==> config.mk <==
export PLATFORM = sky130hd
export DESIGN_NAME = iop_core
export DESIGN_NICKNAME = d
export VERILOG_FILES = /design/src/rtl/iop_pkg.sv /design/src/rtl/iop_host_if.sv /design/src/rtl/iop_engine.sv /design/src/rtl/iop_core.sv
export SDC_FILE = /design/constraint.sdc
export NUM_CORES = 1
export LEC_CHECK = 0
export BUFFER_PORTS_ARGS = -buffer_cell sky130_fd_sc_hd__buf_2
export CORE_MARGIN = 10
export CORE_UTILIZATION = 40
export DETAILED_ROUTE_END_ITERATION = 10
export PLACE_DENSITY_LB_ADDON = 0.25
export SETUP_SLACK_MARGIN = 0.4
export SLEW_MARGIN = 5
export SYNTH_ARGS = -nofsm -noshare
export SYNTH_HDL_FRONTEND = slang
export SYNTH_SLANG_ARGS = --single-unit
==> constraint.sdc <==
create_clock -name clk -period 3.3 [get_ports clk]
set_input_delay 0.495 -clock clk [delete_from_list [all_inputs] [get_ports clk]]
set_output_delay 0.495 -clock clk [all_outputs]
set_load 0.02 [all_outputs]
==> src/rtl/iop_pkg.sv <==
package iop_pkg;

  typedef enum logic [2:0] {
    ST_IDLE    = 3'd0,
    ST_FETCH   = 3'd1,
    ST_DECODE  = 3'd2,
    ST_DEV_IN  = 3'd3,
    ST_MEM_WR  = 3'd4,
    ST_MEM_RD  = 3'd5,
    ST_DEV_OUT = 3'd6,
    ST_DONE    = 3'd7
  } eng_state_t;

  localparam logic [1:0] HOST_START = 2'b01;
  localparam logic [1:0] HOST_ACK   = 2'b10;

  localparam int OPC_NOP        = 0;
  localparam int OPC_D2M        = 1;
  localparam int OPC_M2D        = 2;
  localparam int BLK_WORDS      = 4;
  localparam int FLAG_FIXED_BIT = 0;

endpackage

==> src/rtl/iop_host_if.sv <==
module iop_host_if
  import iop_pkg::*;
#(
  parameter int DEV_W = 2
) (
  input  logic             clk,
  input  logic             rst_n,
  input  logic             cmd_valid,
  input  logic [1:0]       cmd_opc,
  input  logic [DEV_W-1:0] cmd_dev,
  input  logic             eng_done,
  input  logic             eng_err,
  output logic             start_o,
  output logic [DEV_W-1:0] start_dev_o,
  output logic             cmd_taken,
  output logic             busy,
  output logic             irq,
  output logic             err
);

  logic busy_q, busy_d;
  logic irq_q, irq_d;
  logic err_q, err_d;
  logic start, ack;

  assign start = cmd_valid && (cmd_opc == HOST_START) && !busy_q;
  assign ack   = cmd_valid && (cmd_opc == HOST_ACK) && irq_q;

  always_comb begin
    busy_d = busy_q;
    irq_d  = irq_q;
    err_d  = err_q;
    if (start) begin
      busy_d = 1'b1;
      err_d  = 1'b0;
    end
    if (eng_done) begin
      irq_d = 1'b1;
      err_d = eng_err;
    end
    if (ack) begin
      busy_d = 1'b0;
      irq_d  = 1'b0;
      err_d  = 1'b0;
    end
  end

  always_ff @(posedge clk or negedge rst_n) begin
    if (!rst_n) begin
      busy_q <= 1'b0;
      irq_q  <= 1'b0;
      err_q  <= 1'b0;
    end else begin
      busy_q <= busy_d;
      irq_q  <= irq_d;
      err_q  <= err_d;
    end
  end

  assign start_o     = start;
  assign start_dev_o = cmd_dev;
  assign cmd_taken   = start;
  assign busy        = busy_q;
  assign irq         = irq_q;
  assign err         = err_q;

  // a finished operation raises the interrupt
  a_r9_done_raises_irq: assert property (@(posedge clk) disable iff (!rst_n)
    eng_done |=> irq_q);
  // the interrupt holds until acknowledged
  a_r9_irq_until_ack: assert property (@(posedge clk) disable iff (!rst_n)
    irq_q && !(cmd_valid && cmd_opc == HOST_ACK) |=> irq_q);
  // busy persists while no acknowledge arrives
  a_r10_busy_until_ack: assert property (@(posedge clk) disable iff (!rst_n)
    busy_q && !(cmd_valid && cmd_opc == HOST_ACK) |=> busy_q);
  // error status only exists alongside a pending interrupt
  a_r9_err_with_irq: assert property (@(posedge clk) disable iff (!rst_n)
    err_q |-> irq_q);

endmodule

==> src/rtl/iop_engine.sv <==
module iop_engine
  import iop_pkg::*;
#(
  parameter int              AW       = 16,
  parameter int              DW       = 32,
  parameter int              DEV_W    = 2,
  parameter int              CNT_W    = 16,
  parameter logic [AW-1:0]   BLK_BASE = '0
) (
  input  logic             clk,
  input  logic             rst_n,
  input  logic             start,
  input  logic [DEV_W-1:0] start_dev,
  output logic             done_o,
  output logic             err_o,
  output logic             mem_req,
  output logic             mem_we,
  output logic [AW-1:0]    mem_addr,
  output logic [DW-1:0]    mem_wdata,
  input  logic             mem_gnt,
  input  logic [DW-1:0]    mem_rdata,
  output logic [DEV_W-1:0] dev_sel,
  input  logic             dev_rx_valid,
  input  logic [DW-1:0]    dev_rx_data,
  output logic             dev_rx_ready,
  output logic             dev_tx_valid,
  output logic [DW-1:0]    dev_tx_data,
  input  logic             dev_tx_ready
);

  localparam int IDX_W = $clog2(BLK_WORDS);
  localparam logic [IDX_W-1:0] IDX_LAST = IDX_W'(BLK_WORDS - 1);

  eng_state_t       state_q, state_d;
  logic [DEV_W-1:0] dev_q, dev_d;
  logic [IDX_W-1:0] idx_q, idx_d;
  logic [DW-1:0]    op_q, op_d;
  logic [AW-1:0]    addr_q, addr_d;
  logic [CNT_W-1:0] cnt_q, cnt_d;
  logic             fixed_q, fixed_d;
  logic [DW-1:0]    data_q, data_d;
  logic             err_q, err_d;

  logic [AW-1:0] blk_addr, addr_step;
  logic          last_word, word_moved;

  assign blk_addr   = BLK_BASE + AW'({dev_q, idx_q});
  assign addr_step  = fixed_q ? addr_q : addr_q + AW'(1);
  assign last_word  = (cnt_q == CNT_W'(1));
  assign word_moved = ((state_q == ST_MEM_WR) && mem_gnt) ||
                      ((state_q == ST_DEV_OUT) && dev_tx_ready);

  always_comb begin
    state_d = state_q;
    dev_d   = dev_q;
    idx_d   = idx_q;
    op_d    = op_q;
    addr_d  = addr_q;
    cnt_d   = cnt_q;
    fixed_d = fixed_q;
    data_d  = data_q;
    err_d   = err_q;
    if (word_moved) begin
      addr_d = addr_step;
      cnt_d  = cnt_q - CNT_W'(1);
    end
    case (state_q)
      ST_IDLE: begin
        if (start) begin
          dev_d   = start_dev;
          idx_d   = '0;
          err_d   = 1'b0;
          state_d = ST_FETCH;
        end
      end
      ST_FETCH: begin
        if (mem_gnt) begin
          if (idx_q == IDX_W'(0))      op_d    = mem_rdata;
          else if (idx_q == IDX_W'(1)) addr_d  = mem_rdata[AW-1:0];
          else if (idx_q == IDX_W'(2)) cnt_d   = mem_rdata[CNT_W-1:0];
          else                         fixed_d = mem_rdata[FLAG_FIXED_BIT];
          idx_d = idx_q + IDX_W'(1);
          if (idx_q == IDX_LAST) state_d = ST_DECODE;
        end
      end
      ST_DECODE: begin
        if (op_q == DW'(OPC_D2M)) begin
          state_d = (cnt_q == '0) ? ST_DONE : ST_DEV_IN;
        end else if (op_q == DW'(OPC_M2D)) begin
          state_d = (cnt_q == '0) ? ST_DONE : ST_MEM_RD;
        end else if (op_q == DW'(OPC_NOP)) begin
          state_d = ST_DONE;
        end else begin
          err_d   = 1'b1;
          state_d = ST_DONE;
        end
      end
      ST_DEV_IN: begin
        if (dev_rx_valid) begin
          data_d  = dev_rx_data;
          state_d = ST_MEM_WR;
        end
      end
      ST_MEM_WR: begin
        if (mem_gnt) state_d = last_word ? ST_DONE : ST_DEV_IN;
      end
      ST_MEM_RD: begin
        if (mem_gnt) begin
          data_d  = mem_rdata;
          state_d = ST_DEV_OUT;
        end
      end
      ST_DEV_OUT: begin
        if (dev_tx_ready) state_d = last_word ? ST_DONE : ST_MEM_RD;
      end
      ST_DONE:  state_d = ST_IDLE;
      default:  state_d = ST_IDLE;
    endcase
  end

  always_ff @(posedge clk or negedge rst_n) begin
    if (!rst_n) begin
      state_q <= ST_IDLE;
      dev_q   <= '0;
      idx_q   <= '0;
      op_q    <= '0;
      addr_q  <= '0;
      cnt_q   <= '0;
      fixed_q <= 1'b0;
      data_q  <= '0;
      err_q   <= 1'b0;
    end else begin
      state_q <= state_d;
      dev_q   <= dev_d;
      idx_q   <= idx_d;
      op_q    <= op_d;
      addr_q  <= addr_d;
      cnt_q   <= cnt_d;
      fixed_q <= fixed_d;
      data_q  <= data_d;
      err_q   <= err_d;
    end
  end

  assign mem_req      = (state_q == ST_FETCH) || (state_q == ST_MEM_WR) ||
                        (state_q == ST_MEM_RD);
  assign mem_we       = (state_q == ST_MEM_WR);
  assign mem_addr     = (state_q == ST_FETCH) ? blk_addr : addr_q;
  assign mem_wdata    = data_q;
  assign dev_sel      = dev_q;
  assign dev_rx_ready = (state_q == ST_DEV_IN);
  assign dev_tx_valid = (state_q == ST_DEV_OUT);
  assign dev_tx_data  = data_q;
  assign done_o       = (state_q == ST_DONE);
  assign err_o        = err_q;

  // an ungranted request is held unchanged
  a_r3_hold_request: assert property (@(posedge clk) disable iff (!rst_n)
    mem_req && !mem_gnt |=> mem_req && $stable(mem_addr) &&
                            $stable(mem_we) && $stable(mem_wdata));
  // block words are fetched at consecutive addresses
  a_r2_fetch_in_order: assert property (@(posedge clk) disable iff (!rst_n)
    (state_q == ST_FETCH) && mem_gnt && (idx_q != IDX_LAST)
      |=> mem_addr == $past(mem_addr) + AW'(1));
  // an empty count finishes straight after decode
  a_r7_empty_skips: assert property (@(posedge clk) disable iff (!rst_n)
    (state_q == ST_DECODE) && (cnt_q == '0) |=> state_q == ST_DONE);
  // error completion only for an unknown operation word
  a_r8_err_only_bad_op: assert property (@(posedge clk) disable iff (!rst_n)
    done_o && err_o |-> (op_q != DW'(OPC_NOP)) && (op_q != DW'(OPC_D2M)) &&
                        (op_q != DW'(OPC_M2D)));
  // the served device does not change mid-operation
  a_r11_dev_stable: assert property (@(posedge clk) disable iff (!rst_n)
    (state_q != ST_IDLE) && ($past(state_q) != ST_IDLE) |-> $stable(dev_sel));
  // a fixed-address transfer never moves its address
  a_r6_fixed_holds: assert property (@(posedge clk) disable iff (!rst_n)
    fixed_q && word_moved && !last_word |=> $stable(addr_q));

endmodule

==> src/rtl/iop_core.sv <==
module iop_core
  import iop_pkg::*;
#(
  parameter int            AW       = 16,
  parameter int            DW       = 32,
  parameter int            DEV_W    = 2,
  parameter int            CNT_W    = 16,
  parameter logic [AW-1:0] BLK_BASE = AW'(16'h0100)
) (
  input  logic             clk,
  input  logic             rst_n,
  input  logic             cmd_valid,
  input  logic [1:0]       cmd_opc,
  input  logic [DEV_W-1:0] cmd_dev,
  output logic             cmd_taken,
  output logic             busy,
  output logic             irq,
  output logic             err,
  output logic             mem_req,
  output logic             mem_we,
  output logic [AW-1:0]    mem_addr,
  output logic [DW-1:0]    mem_wdata,
  input  logic             mem_gnt,
  input  logic [DW-1:0]    mem_rdata,
  output logic [DEV_W-1:0] dev_sel,
  input  logic             dev_rx_valid,
  input  logic [DW-1:0]    dev_rx_data,
  output logic             dev_rx_ready,
  output logic             dev_tx_valid,
  output logic [DW-1:0]    dev_tx_data,
  input  logic             dev_tx_ready
);

  logic [1:0]       rst_pipe_q;
  logic             rst_s_n;
  logic             start;
  logic [DEV_W-1:0] start_dev;
  logic             eng_done, eng_err;

  always_ff @(posedge clk or negedge rst_n) begin
    if (!rst_n) rst_pipe_q <= 2'b00;
    else        rst_pipe_q <= {rst_pipe_q[0], 1'b1};
  end
  assign rst_s_n = rst_pipe_q[1];

  iop_host_if #(.DEV_W(DEV_W)) u_host (
    .clk         (clk),
    .rst_n       (rst_s_n),
    .cmd_valid   (cmd_valid),
    .cmd_opc     (cmd_opc),
    .cmd_dev     (cmd_dev),
    .eng_done    (eng_done),
    .eng_err     (eng_err),
    .start_o     (start),
    .start_dev_o (start_dev),
    .cmd_taken   (cmd_taken),
    .busy        (busy),
    .irq         (irq),
    .err         (err)
  );

  iop_engine #(
    .AW(AW), .DW(DW), .DEV_W(DEV_W), .CNT_W(CNT_W), .BLK_BASE(BLK_BASE)
  ) u_eng (
    .clk          (clk),
    .rst_n        (rst_s_n),
    .start        (start),
    .start_dev    (start_dev),
    .done_o       (eng_done),
    .err_o        (eng_err),
    .mem_req      (mem_req),
    .mem_we       (mem_we),
    .mem_addr     (mem_addr),
    .mem_wdata    (mem_wdata),
    .mem_gnt      (mem_gnt),
    .mem_rdata    (mem_rdata),
    .dev_sel      (dev_sel),
    .dev_rx_valid (dev_rx_valid),
    .dev_rx_data  (dev_rx_data),
    .dev_rx_ready (dev_rx_ready),
    .dev_tx_valid (dev_tx_valid),
    .dev_tx_data  (dev_tx_data),
    .dev_tx_ready (dev_tx_ready)
  );

  // nothing is requested or signalled while reset holds
  a_r1_quiet_in_reset: assert property (@(posedge clk)
    !rst_s_n |-> !irq && !busy && !mem_req && !dev_rx_ready && !dev_tx_valid);
  // a refused start leaves the taken strobe low
  a_r10_refuse_busy: assert property (@(posedge clk) disable iff (!rst_s_n)
    busy && cmd_valid && cmd_opc == HOST_START |-> !cmd_taken);

endmodule

; ---- Yosys cells after proc, flatten, opt, wreduce, memory -nomap -nowiden
; Cells that the tools add are included.
[word_totals]
word_cells = 116
out_inout_bits = 90
regBits = 110
input_bits = 74
[classes]
muxes = 44
eq_ne = 25
add_sub_neg = 4
n_reduce_logical = 27
n_bitwise = 3
[ops]
columns = cell, count
row1 = 16-bit 2-to-1 mux, 13
row2 = 32-bit 2-to-1 mux, 2
row3 = 32-bit one-hot mux with 2 select lines, 1
row4 = 3-bit 2-to-1 mux, 11
row5 = "32-bit by 1-bit == test with 1-bit output, second input constant", 1
row6 = "32-bit by 2-bit == test with 1-bit output, second input constant", 1
row7 = 32-bit logical NOT, 1
row8 = 3-bit one-hot mux with 8 select lines, 1
row9 = "16-bit by 1-bit adder with 16-bit output, second input constant", 1
row10 = "16-bit by 1-bit == test with 1-bit output, second input constant", 1
row11 = 16-bit logical NOT, 1
row12 = "16-bit by 1-bit subtractor with 16-bit output, second input constant", 1
row13 = "2-bit inequality test, second input constant", 7
row14 = "3-bit == test, second input constant", 4
row15 = "9-bit by 4-bit adder with 10-bit output, first input constant", 1
row16 = 1-bit 2-to-1 mux, 10
row17 = 5-bit AND reduction, 2
row18 = 2-bit nonzero test, 5
row19 = 3-bit AND reduction, 3
row20 = 2-bit 2-to-1 mux, 4
row21 = 7-bit AND reduction, 1
row22 = "2-bit == test, second input constant", 3
row23 = "3-bit by 2-bit == test with 1-bit output, second input constant", 2
row24 = 1-bit logical AND, 6
row25 = 13 further kinds, 20

; ---- Longest topological paths before layout
; Gate-level depths: netlist of the first run.
[depth]
depth_word = 9
depth_mapped = 8

; ---- Hierarchy
; Synthesis of the first run repeated with hierarchy kept, for this count alone.
[unflattened]
hier_cells = 561
hier_area_um2 = 5735.5
[by_module_without_submodules]
columns = module, area_each_um2, cells_each, seq_area_each_um2, n_inst
row1 = iop_engine, 5509.0, 540, 2627.5, 1
row2 = iop_host_if, 172.7, 18, 75.1, 1
row3 = iop_core, 53.8, 3, 50.0, 1

; ---- Least setup slack after synthesis of the first run
; OpenSTA, ideal clock, no wires.
[synth_timing]
kind = input to register
from = input port mem_gnt
to = register u_eng.cnt_q[5]
stages = 6
setup_ns = 0.125
slack_ns = 1.292
required_time_ns = 3.175
arrival_time_ns = 1.883
path_cell_list = clkbuf_2 > mux2i_1 > nor4_1 > nand2_1 > xnor2_1 > mux2_2
[synth_via]
elab_chain_len = 8
[synth_rtl]
columns = element, line
row1 = start: declaration, iop_core.sv:23  ; input logic mem_gnt,
row2 = 1-bit logical AND, iop_engine.sv:50  ; assign word_moved = ((state_q == ST_MEM_WR) && mem_gnt) ||
row3 = 1-bit logical OR, iop_engine.sv:50
row4 = 16-bit 2-to-1 mux, iop_engine.sv:63  ; if (word_moved) begin
row5 = 16-bit 2-to-1 mux, iop_engine.sv:80  ; else if (idx_q == IDX_W'(2)) cnt_d = mem_rdata[CNT_W-1:0];
row6 = 16-bit 2-to-1 mux, iop_engine.sv:79  ; else if (idx_q == IDX_W'(1)) addr_d = mem_rdata[AW-1:0];
row7 = 16-bit 2-to-1 mux, iop_engine.sv:78  ; if (idx_q == IDX_W'(0)) op_d = mem_rdata;
row8 = 16-bit 2-to-1 mux, iop_engine.sv:77  ; if (mem_gnt) begin
row9 = 16-bit 2-to-1 mux *, iop_engine.sv:67  ; case (state_q)
row10 = net u_eng.cnt_d[5], iop_engine.sv:39  ; logic [CNT_W-1:0] cnt_q, cnt_d;
row11 = end signal: assignment, iop_engine.sv:138  ; cnt_q <= cnt_d;
row12 = end: declaration, iop_engine.sv:39
; The timed path passes the listed nets; every way through them passes the cells marked *.
; A chain may end at the register's enable or synchronous reset.

; ---- Final worst setup path of the first run
[layout_timing]
from = register u_eng.state_q[0]
to = output port mem_addr[0]
[layout_via]
elab_chain_len = 2
[layout_rtl]
columns = element, line
row1 = start: declaration, iop_engine.sv:34  ; eng_state_t state_q, state_d;
row2 = start signal: assignment, iop_engine.sv:133  ; state_q <= state_d;
row3 = 3-bit by 1-bit == test with 1-bit output, iop_engine.sv:148  ; assign mem_addr = (state_q == ST_FETCH) ? blk_addr : addr_q;
row4 = 16-bit 2-to-1 mux, iop_engine.sv:148
row5 = end: declaration, iop_core.sv:21  ; output logic [AW-1:0] mem_addr,
; No other way between the ends.

==> impl.org, run 1 <==
** Status
- The flow ran to the end, and the final reports show no timing, DRC or antenna violations.

** Synth
- Count of flip-flops with a built-in enable after synthesis :: 0
- Number of synthesized register bits :: 110
- In the synthesized netlist the dominant register cell turns out to be sky130_fd_sc_hd__dfrtp_1.
- Commonest cells in the netlist :: sky130_fd_sc_hd__dfrtp_1, sky130_fd_sc_hd__nand2_1, sky130_fd_sc_hd__nor2_1, sky130_fd_sc_hd__mux2_2, sky130_fd_sc_hd__a21oi_1
- Cell type contributing the most total cell area after synthesis :: sky130_fd_sc_hd__dfrtp_1
- Post-synthesis cell count :: 562
- For this run, asynchronously set or reset flops after synthesis account for 1.00.
- Yosys cell types :: 51
- By instance count, the leading cell after synthesis is sky130_fd_sc_hd__dfrtp_1.
- Yosys warning total :: 0
- The number of nets handed over by synthesis was between 600 and 700.
- After synthesis the cells add up to 0.00573 mm2.
- Each instance of the synthesized netlist takes up on average roughly 10 um2.
- Cells taking the most area after synthesis :: sky130_fd_sc_hd__dfrtp_1, sky130_fd_sc_hd__mux2_2, sky130_fd_sc_hd__mux2i_1, sky130_fd_sc_hd__buf_4, sky130_fd_sc_hd__a21oi_1
- Of the synthesized area, sequential elements account for 0.480.
- Of the post-synthesis cell area, the dominant cell type holds 0.480.

** Drt
- The detailed router finished its first iteration with 190 violations.
- For this block, the via count after detailed routing is around 4400.
- After detailed routing, the number of remaining DRC violations is 0.
- After detailed routing, the total wire length is 15100 um.
- Avg Vias per Cell :: 5.08
- After detailed routing, the average wire length per cell comes to 17.4 um.
- Detailed Routing Iterations Pass 1 :: 4
- Count of nets left with antenna violations after detail routing :: 0

** Clock network
- The number of clock buffers added by TritonCTS is 9.
- Clock Tree Buf Depth :: 2
- In this run the number of H-tree levels came out at 3.
- Number of clock sinks seen by CTS :: 110
- Library cell used as clock root buffer :: sky130_fd_sc_hd__clkbuf_16
- TritonCTS built the clock tree.
- Clock network latency to the later pin of the worst-skew pair :: 0.36 ns
- After clock tree synthesis, the clock-pin slew on the worst setup and hold paths is 0.07 ns.
- Number of gates resized after cts :: 0

** Timing
- Final-report setup violation count :: 0
- The worst pin sits at a relative slew slack of 0.357.
- Final Hold Violating Endpoints :: 0
- Setup repair after global routing left no endpoint under its margin.
- At the pin with the least slew margin, the transition time is 0.963 ns.
- Final hold analysis gives a worst-case slack of 0.353 ns.
- Final period utilization :: 0.754
- Clock skew after layout :: around 0.012 ns
- Final slew viol count :: 0
- Minimum period implied by the final worst setup slack :: 2.49 ns
- Total negative slack :: 0 ns
- Maximum clock frequency :: 0.402 GHz
- Final Worst Setup Slack :: just over 0.8 ns

** Placed design
- Placed Area :: 0.00646 mm2
- Last weighted congestion value of the routability-driven placer :: 0.835
- Post-detail-place hpwl :: between 10000 and 15000 um
- Before CTS, the worst setup slack after placement is 1.03 ns.
- Port Buf Inserts :: 163

** Setup path
- The number of cells on the worst reg-to-reg path is 5.
- The worst setup path is launched from a flip-flop.
- Along the worst path, the maximum fanout reaches 18.
- At the worst endpoint, the arrival time is 1.99 ns.
- Critical path start-end classification :: flip-flop to output port
- Critical path origin :: u_eng.state_q[0]$_DFFE_PN0P_
- Data on the critical path is required at its endpoint by roughly 2.8 ns.
- The worst setup path is captured at an output port.
- The startpoint identified for the worst register-to-register timing path is u_eng.state_q[2]$_DFFE_PN0P_.

** Global routing
- Entering global routing, the biggest net connects 65 pins.
- For this run, the total global-route usage over all layers was measured as 0.151.
- Wire length of the first global-routing pass :: 24200 um
- The via count of the first global-routing pass is 4575.
- For this run the aggregate overflow at the end of global routing stands at 0.
- Number of antenna violations at the first check in global routing :: 0

** Floorplanning
- For this configuration, the core starts out at a cell density of 0.411.
- Row generation in the floorplan step produced 43 rows.
- Area enclosed by the die boundary :: 0.0195 mm2
- Height of the chip :: 140 um
- Count of boundary I/O pins :: about 160
- From left edge to right edge, the die measures 140 um.
- Core area :: 0.0139 mm2

** Layout
- With fillers left out, the area of the finished cells amounts to 0.00676 mm2.
- Layout fillers :: 1304
- Area growth from synthesis to layout :: 17.9%
- Final #Nets :: 761
- 0 antenna diodes ended up in the layout.
- Layout cell share with drive strength beyond 1 :: 0.347

** Pwr
- Summed over all cells, the static leakage comes to 3.37 nW.
- Power per unit of standard cell area :: 965 mW/mm2
- Peak supply drop :: approximately 0.42 mV

** Worst hold path
- The tightest min-delay check is of the flip-flop to async pin type.

** Run
- Number of max-cap violations :: 0
==> per-stage QoR <==
stage	power [mW]	instances	util
floorplan	4.79	562	-
global route	6.99	865	0.485
CTS	6.61	865	0.485
finish	6.52	865	0.485
detailed placement	5.52	848	0.464
global placement	5.43	848	0.464
==> cell families (layout without fill, tap and decap cells) <==
kind of cell / Yosys count / after routing / synth area share
adder cells (fa/ha/maj): 7 / 7 / 0.0153
multiplexers: 74 / 74 / 0.138
flip-flops: 110 / 110 / 0.480
XOR/XNOR: 30 / 30 / 0.0458
other: 1 / 1 / 0.000654
buffers and inverters: 74 / 197 / 0.0738
AO/OA/AOI/OAI: 85 / 85 / 0.0786
AND/OR/NAND/NOR: 181 / 181 / 0.168
==> timing repair <==
| item | in CTS | in global routing |
|---|---|---|
| endpoints found under the hold margin | 2 | 0 |
| hold buffers | 1 | 0 |
| buffers inserted | 0 | 0 |
==> routing by layer <==
| layer | GRT usage | vias to the layer above | wire length [um] |
|---|---|---|---|
| met5 | 0 | - | 0 |
| met4 | 0.0717 | 0 | 435 |
| met3 | 0.0289 | 24 | 599 |
| met2 | 0.257 | 111 | 7530 |
| met1 | 0.179 | 2114 | 6520 |
| li1 | - | 2146 | - |
==> worst max-delay path: stages (launching register included) <==
cell and delay, ns:
sky130_fd_sc_hd__dfrtp_1 0.65, sky130_fd_sc_hd__nor3b_2 0.24, sky130_fd_sc_hd__buf_4 0.24, sky130_fd_sc_hd__mux2_2 0.35, sky130_fd_sc_hd__buf_2 0.16
==> final timing paths <==
check	endpoint	slack, ns
min	u_eng.dev_tx_data[27]$_DFFE_PN0P_	0.35
min reg2reg	u_eng.dev_tx_data[27]$_DFFE_PN0P_	0.35
min in group clk	u_host.irq$_DFFE_PN0P_	0.36
max reg2reg	u_eng.addr_q[15]$_DFF_PN0_	1.02
max	mem_addr[0]	0.81
max in group asynchronous	u_eng.err_o$_DFFE_PN0P_	2.17
==> cell type report <==
type                            instances  area [um2]  share of cell area
Clock buffer                           10         239              0.0354
Clock inverter                          6        50.0             0.00741
Inverter                               11        41.3             0.00611
Multi-Input combinational cell        378        2560               0.379
Sequential cell                       110        2760               0.408
Tap cell                              180         225              0.0333
Timing Repair Buffer                  170         883               0.131
==> report_power, final <==
| part | leakage, nW | internal [mW] | switching [mW] |
|---|---|---|---|
| logic | 1.88 | 1.20 | 1.68 |
| clock network | 0.142 | 0.546 | 0.518 |
| registers | 1.35 | 1.98 | 0.584 |
| total | 3.37 | 3.73 | 2.79 |
==> placed cells by master (no fill, tap or decap), types with 3 or more instances in the layout <==
| master | instances |
|---|---|
| sky130_fd_sc_hd__a21oi_1 | 39 |
| sky130_fd_sc_hd__nor3_2 | 3 |
| sky130_fd_sc_hd__nand3_1 | 17 |
| sky130_fd_sc_hd__mux2_2 | 40 |
| sky130_fd_sc_hd__buf_2 | 163 |
| sky130_fd_sc_hd__and4_1 | 3 |
| sky130_fd_sc_hd__buf_4 | 5 |
| sky130_fd_sc_hd__nand3b_1 | 7 |
| sky130_fd_sc_hd__nor4_1 | 11 |
| sky130_fd_sc_hd__xnor2_1 | 15 |
| sky130_fd_sc_hd__xor2_1 | 15 |
| sky130_fd_sc_hd__nand4_1 | 7 |
| sky130_fd_sc_hd__nor2b_1 | 14 |
| sky130_fd_sc_hd__nand2_1 | 48 |
| sky130_fd_sc_hd__mux2i_1 | 34 |
| sky130_fd_sc_hd__inv_1 | 10 |
| sky130_fd_sc_hd__o21ai_0 | 37 |
| sky130_fd_sc_hd__dfrtp_1 | 109 |
| sky130_fd_sc_hd__nor2_1 | 48 |
| sky130_fd_sc_hd__ha_1 | 7 |
| sky130_fd_sc_hd__clkbuf_16 | 9 |
| sky130_fd_sc_hd__inv_6 | 3 |
==> sequential cells by signal, summed over array words and instances (netlist names), 2 cells and up <==
name / cells
u_eng.dev_tx_data: 32
u_eng.idx_q: 2
u_eng.addr_q: 16
u_eng.state_q: 3
u_eng.dev_sel: 2
u_eng.cnt_q: 16
u_eng.op_q: 32
rst_pipe_q: 2
Note: power is estimated with default switching activity, not from simulation.
==> inputs of run 2 (changes only) <==
--- a/config.mk
+++ b/config.mk
@@ -5,6 +5,7 @@
 export SDC_FILE = /design/constraint.sdc
 export NUM_CORES = 1
 export LEC_CHECK = 0
+export ABC_AREA = 1
 export BUFFER_PORTS_ARGS = -buffer_cell sky130_fd_sc_hd__buf_2
 export CORE_MARGIN = 10
 export CORE_UTILIZATION = 40
==> constraint.sdc (replaced) <==
create_clock -name clk -period 2 [get_ports clk]
set_input_delay 0.3 -clock clk [delete_from_list [all_inputs] [get_ports clk]]
set_output_delay 0.3 -clock clk [all_outputs]
set_load 0.02 [all_outputs]
==> impl.org, run 2 <==
** Timing
- Final Hold Violating Endpoints :: 0 (unchanged)
- Static timing analysis puts the maximum clock frequency at about 0.56 GHz.
- Final slew viol count :: 0 (unchanged)
- Relative max-transition margin :: 0.665 (was 0.357)
- Final period utilization :: 0.898
- Unrepaired setup endpoints after global routing :: yes (was no)
- Clock skew after layout :: 0.0121 ns (was 0.0125 ns)
- The post-route setup TNS came to 0 ns (unchanged).
- Transition time of the tightest slew-check pin :: 0.502 ns (was 0.963 ns)
- The count of endpoints failing setup in the final report is 0 (unchanged).
- Minimum period implied by the final worst setup slack :: roughly 1.8 ns

** Drt
- Count of nets left with antenna violations after detail routing :: 0 (unchanged)
- Vias :: 6136 (was 4395)
- Wirelength, routed :: 21600 um (was 15100 um)
- Detailed Routing Iterations Pass 1 :: 7 (was 4)
- The number of DRC violations after detailed routing was 0 (unchanged).
- The routed wire length per instance was 18.2 um (was 17.4 um).
- Initial drt markers :: 418 (was 190)
- Avg Vias per Cell :: 5.17 (was 5.08)

** Synth
- Commonest cells in the netlist: sky130_fd_sc_hd__nand2_1, sky130_fd_sc_hd__dfrtp_1, sky130_fd_sc_hd__nor2_1, sky130_fd_sc_hd__inv_1, sky130_fd_sc_hd__nand3_1 (was sky130_fd_sc_hd__dfrtp_1, sky130_fd_sc_hd__nand2_1, sky130_fd_sc_hd__nor2_1, sky130_fd_sc_hd__mux2_2, sky130_fd_sc_hd__a21oi_1).
- The number of cells produced by synthesis came to 800 (was 562).
- The number of flops mapped to enable cells by yosys was 0 (unchanged).
- The post-synthesis cell area was 0.00613 mm2 (was 0.00573 mm2).
- Yosys warning total :: 0 (unchanged)
- Synth Net Count :: 881 (was 643)
- The count of different cell masters after synthesis is 36 (was 51).
- The mean post-synth cell area was 7.66 um2 (was 10.2 um2).
- Cell type contributing the most total cell area after synthesis :: sky130_fd_sc_hd__dfrtp_1 (unchanged)
- The fraction of synthesized cell area taken by the top area cell type came to 0.449 (was 0.480).
- Cells taking the most area after synthesis: sky130_fd_sc_hd__dfrtp_1, sky130_fd_sc_hd__nand2_1, sky130_fd_sc_hd__nand3_1, sky130_fd_sc_hd__nor2_1, sky130_fd_sc_hd__inv_1 (was sky130_fd_sc_hd__dfrtp_1, sky130_fd_sc_hd__mux2_2, sky130_fd_sc_hd__mux2i_1, sky130_fd_sc_hd__buf_4, sky130_fd_sc_hd__a21oi_1).
- The cell with the most instances after synthesis was sky130_fd_sc_hd__nand2_1 (was sky130_fd_sc_hd__dfrtp_1).
- The share of the yosys chip area belonging to registers is 0.449 (was 0.480).
- Flip-flop cell with the highest count after synthesis :: sky130_fd_sc_hd__dfrtp_1 (unchanged)
- The fraction of registers with async set or reset after synthesis came to 1.00 (unchanged).
- Number of synthesized register bits :: 110 (unchanged)

** Floorplanning
- The number of top-level pins is 164 (unchanged).
- Area enclosed by the die boundary :: 0.0207 mm2 (was 0.0195 mm2)
- The initial core utilization came to 0.406 (was 0.411).
- Height of the chip :: 144 um (was 140 um)
- Number of cell rows :: 45 (was 43)
- The overall die width came to 144 um (was 140 um).
- Core area :: 0.0151 mm2 (was 0.0139 mm2)

** Layout
- Core utilization of the finished layout :: 0.585 (was 0.485)
- Leading cell types in the layout, fill and taps excluded: sky130_fd_sc_hd__nand2_1, sky130_fd_sc_hd__buf_2, sky130_fd_sc_hd__dfrtp_1, sky130_fd_sc_hd__nand3_1, sky130_fd_sc_hd__inv_1 (was sky130_fd_sc_hd__buf_2, sky130_fd_sc_hd__dfrtp_1, sky130_fd_sc_hd__nor2_1, sky130_fd_sc_hd__nand2_1, sky130_fd_sc_hd__mux2_2).
- The final-layout fill cell count was 1271 (was 1304).
- Layout cell share with drive strength beyond 1 :: 0.395 (was 0.347)
- Area growth from synthesis to layout :: 44.2% (was 17.9%)
- Leading cell type in the layout, fill and taps excluded :: sky130_fd_sc_hd__nand2_1 (was sky130_fd_sc_hd__buf_2)
- Final #Nets :: 1074 (was 761)
- Number of inserted diodes :: 0 (unchanged)
- Cell area after layout :: 0.00883 mm2 (was 0.00676 mm2)

** Global routing
- The number of antenna violations at the first check in global routing is 0 (unchanged).
- Total routing usage reported by global routing :: 0.194 (was 0.151)
- Global route total overflow :: 0 (unchanged)
- Pin count of the biggest net entering global routing :: 34 (was 65)
- Number of global-route vias before repair :: 5928 (was 4575)
- The global-route wire length before repair was 31700 um (was 24200 um).

** Setup path
- The largest stage delay on the critical path came to 0.46 ns (was 0.65 ns).
- The origin of the critical flop-to-flop path is u_eng.state_q[1]$_DFFE_PN0P_ (was u_eng.state_q[2]$_DFFE_PN0P_).
- The register-to-register setup slack is 0.23 ns (was 1.02 ns).
- Element type at the critical path end :: output port (unchanged)
- Data arrival time of the worst path :: 1.50 ns (was 1.99 ns)
- The kind of launch point of the worst setup path was a flip-flop (unchanged).
- Critical register-to-register path endpoint :: u_eng.dev_tx_data[17]$_DFFE_PN0P_ (was u_eng.addr_q[15]$_DFF_PN0_)
- The worst path required time came to 1.70 ns (was 2.80 ns).
- Max FO, Critical Path :: 6 (was 18)
- Cell with the largest stage delay on the worst path :: sky130_fd_sc_hd__dfrtp_2 (was sky130_fd_sc_hd__dfrtp_1)
- The classification of the worst setup path is flip-flop to output port (unchanged).
- FF-to-FF path depth :: 9 (was 5)
- Critical path, cell by cell: nor2_8 > nand2_8 > buf_8 > nand2_2 > inv_2 > buf_6 (was nor3b_2 > buf_4 > mux2_2 > buf_2).
- The launching element of the worst setup path is u_eng.state_q[1]$_DFFE_PN0P_ (was u_eng.state_q[0]$_DFFE_PN0P_).
- The end of the critical path is mem_addr[7] (was mem_addr[0]).

** Clock network
- The maximum buffer depth of the clock tree is 2 (unchanged).
- Library cell used as clock root buffer :: sky130_fd_sc_hd__clkbuf_16 (unchanged)
- The insertion delay of the later-clocked pin in the worst-skew pair came to 0.36 ns (about the same).
- The post-CTS clock slew at the launch and capture registers of the worst setup and hold paths was 0.08 ns (was 0.07 ns).
- CTS tree :: yes (unchanged)
- The number of clock sinks came to 110 (unchanged).
- The number of buffers created by CTS came to 9 (unchanged).
- The number of levels the H-tree was split into came to 3 (unchanged).

** Status
- Outcome: finished clean (unchanged).

** Placed design
- Port Buf Inserts :: 163 (unchanged)
- The final estimated routing congestion in global placement is 0.908 (was 0.835).
- The instance area at placement is 0.00694 mm2 (was 0.00646 mm2).
- The HPWL reported at the end of detailed placement came to 13300 um (was 11400 um).

** Pwr
- The worst vdd rail ir drop was 0.807 mV (was 0.421 mV).
- Power per unit of standard cell area :: 1670 mW/mm2 (was 965 mW/mm2)
- The leakage power figure was 4.30 nW (was 3.37 nW).

** Run
- Number of max-cap violations :: 0 (unchanged)

** Worst hold path
- The class of the tightest hold or removal check was primary input to flip-flop (was flip-flop to async pin).
[run 2: changes by cell type in the layout (fill, tap and decap cells not counted), sizes merged, moves of 14 or more]
cell	before	now
buf	169	237
mux2i	34	0
a21oi	39	8
inv	15	91
nand2	48	193
nor2	48	106
nand3	18	83
a31oi	2	34
nor2b	14	0
mux2	40	12
[run 2: layer usage]
layer | wire length, um | GRT usage | up-vias
met3 | 1560 | 0.0482 | 27
met4 | 405 | 0.0553 | 0
met1 | 8890 | 0.232 | 2925
met2 | 10700 | 0.337 | 218
met5 | 0 | 0 | -
li1 | - | - | 2966
[run 2: worst max-delay path, delay by kind of cell, from the launching register on]
family                 cells  cell delay (ns)
buffers and inverters      3             0.32
flip-flops                 1             0.46
AND/OR/NAND/NOR            3             0.34
[run 2: cell families after synthesis]
family                     synth area share
DFF                                   0.449
and+or+nand+nor                       0.285
other                              0.000612
xor gates and xnor gates             0.0143
adders and majority gates            0.0143
buffers and inverters                 0.120
muxes                                0.0221
AOI/OAI and AO/OA                    0.0944
[run 2: layout make-up]
cell class | instances | area (um2) | share of cell area
timing repair buffer | 242 | 1850 | 0.209
tap | 188 | 235 | 0.0266
sequential | 110 | 2760 | 0.313
multi-input combinational | 541 | 3310 | 0.374
clock inverter | 5 | 88.8 | 0.0101
clock buffer | 11 | 233 | 0.0263
inverter | 89 | 364 | 0.0412
[run 2: worst min-delay path by stage]
stage                        from                    endpoint  cells past startpoint
global placement            rst_n     rst_pipe_q[0]$_DFF_PN0_                      1
CTS                 mem_rdata[22]  u_eng.op_q[22]$_DFFE_PN0P_                      2
global route        mem_rdata[19]  u_eng.op_q[19]$_DFFE_PN0P_                      2
floorplan                   rst_n     rst_pipe_q[0]$_DFF_PN0_                      0
detailed placement          rst_n     rst_pipe_q[0]$_DFF_PN0_                      1
finish              mem_rdata[19]  u_eng.op_q[19]$_DFFE_PN0P_                      2
[run 2: power breakdown]
| group | switching, mW | internal, mW |
|---|---|---|
| clock | 0.877 | 1.12 |
| sequential | 1.04 | 3.27 |
| combinational | 4.95 | 3.48 |
| total | 6.86 | 7.87 |
[run 2: timing repair]
item | CTS | global route
hold endpoints to repair | 2 | 0
setup buffers | 27 | 22
pin swaps | 12 | 19
resized for setup | 145 | 130
cloned | 11 | 5
hold buffers | 1 | 0
endpoints found under the setup margin | 103 | 114
[run 2: metrics by stage]
step / std cells / setup WS (ns) / power [mW] / hold slack, ns
final: 1186 / 0.205 / 14.7 / 0.172
after global routing: 1186 / 0.164 / 15.7 / 0.172
after global placement: 1104 / 0.258 / 9.92 / 0.0864
after CTS: 1159 / 0.256 / 13.5 / 0.160
after floorplan: 800 / 0.396 / 8.51 / 0.00441
after detailed placement: 1104 / 0.195 / 9.98 / 0.0875
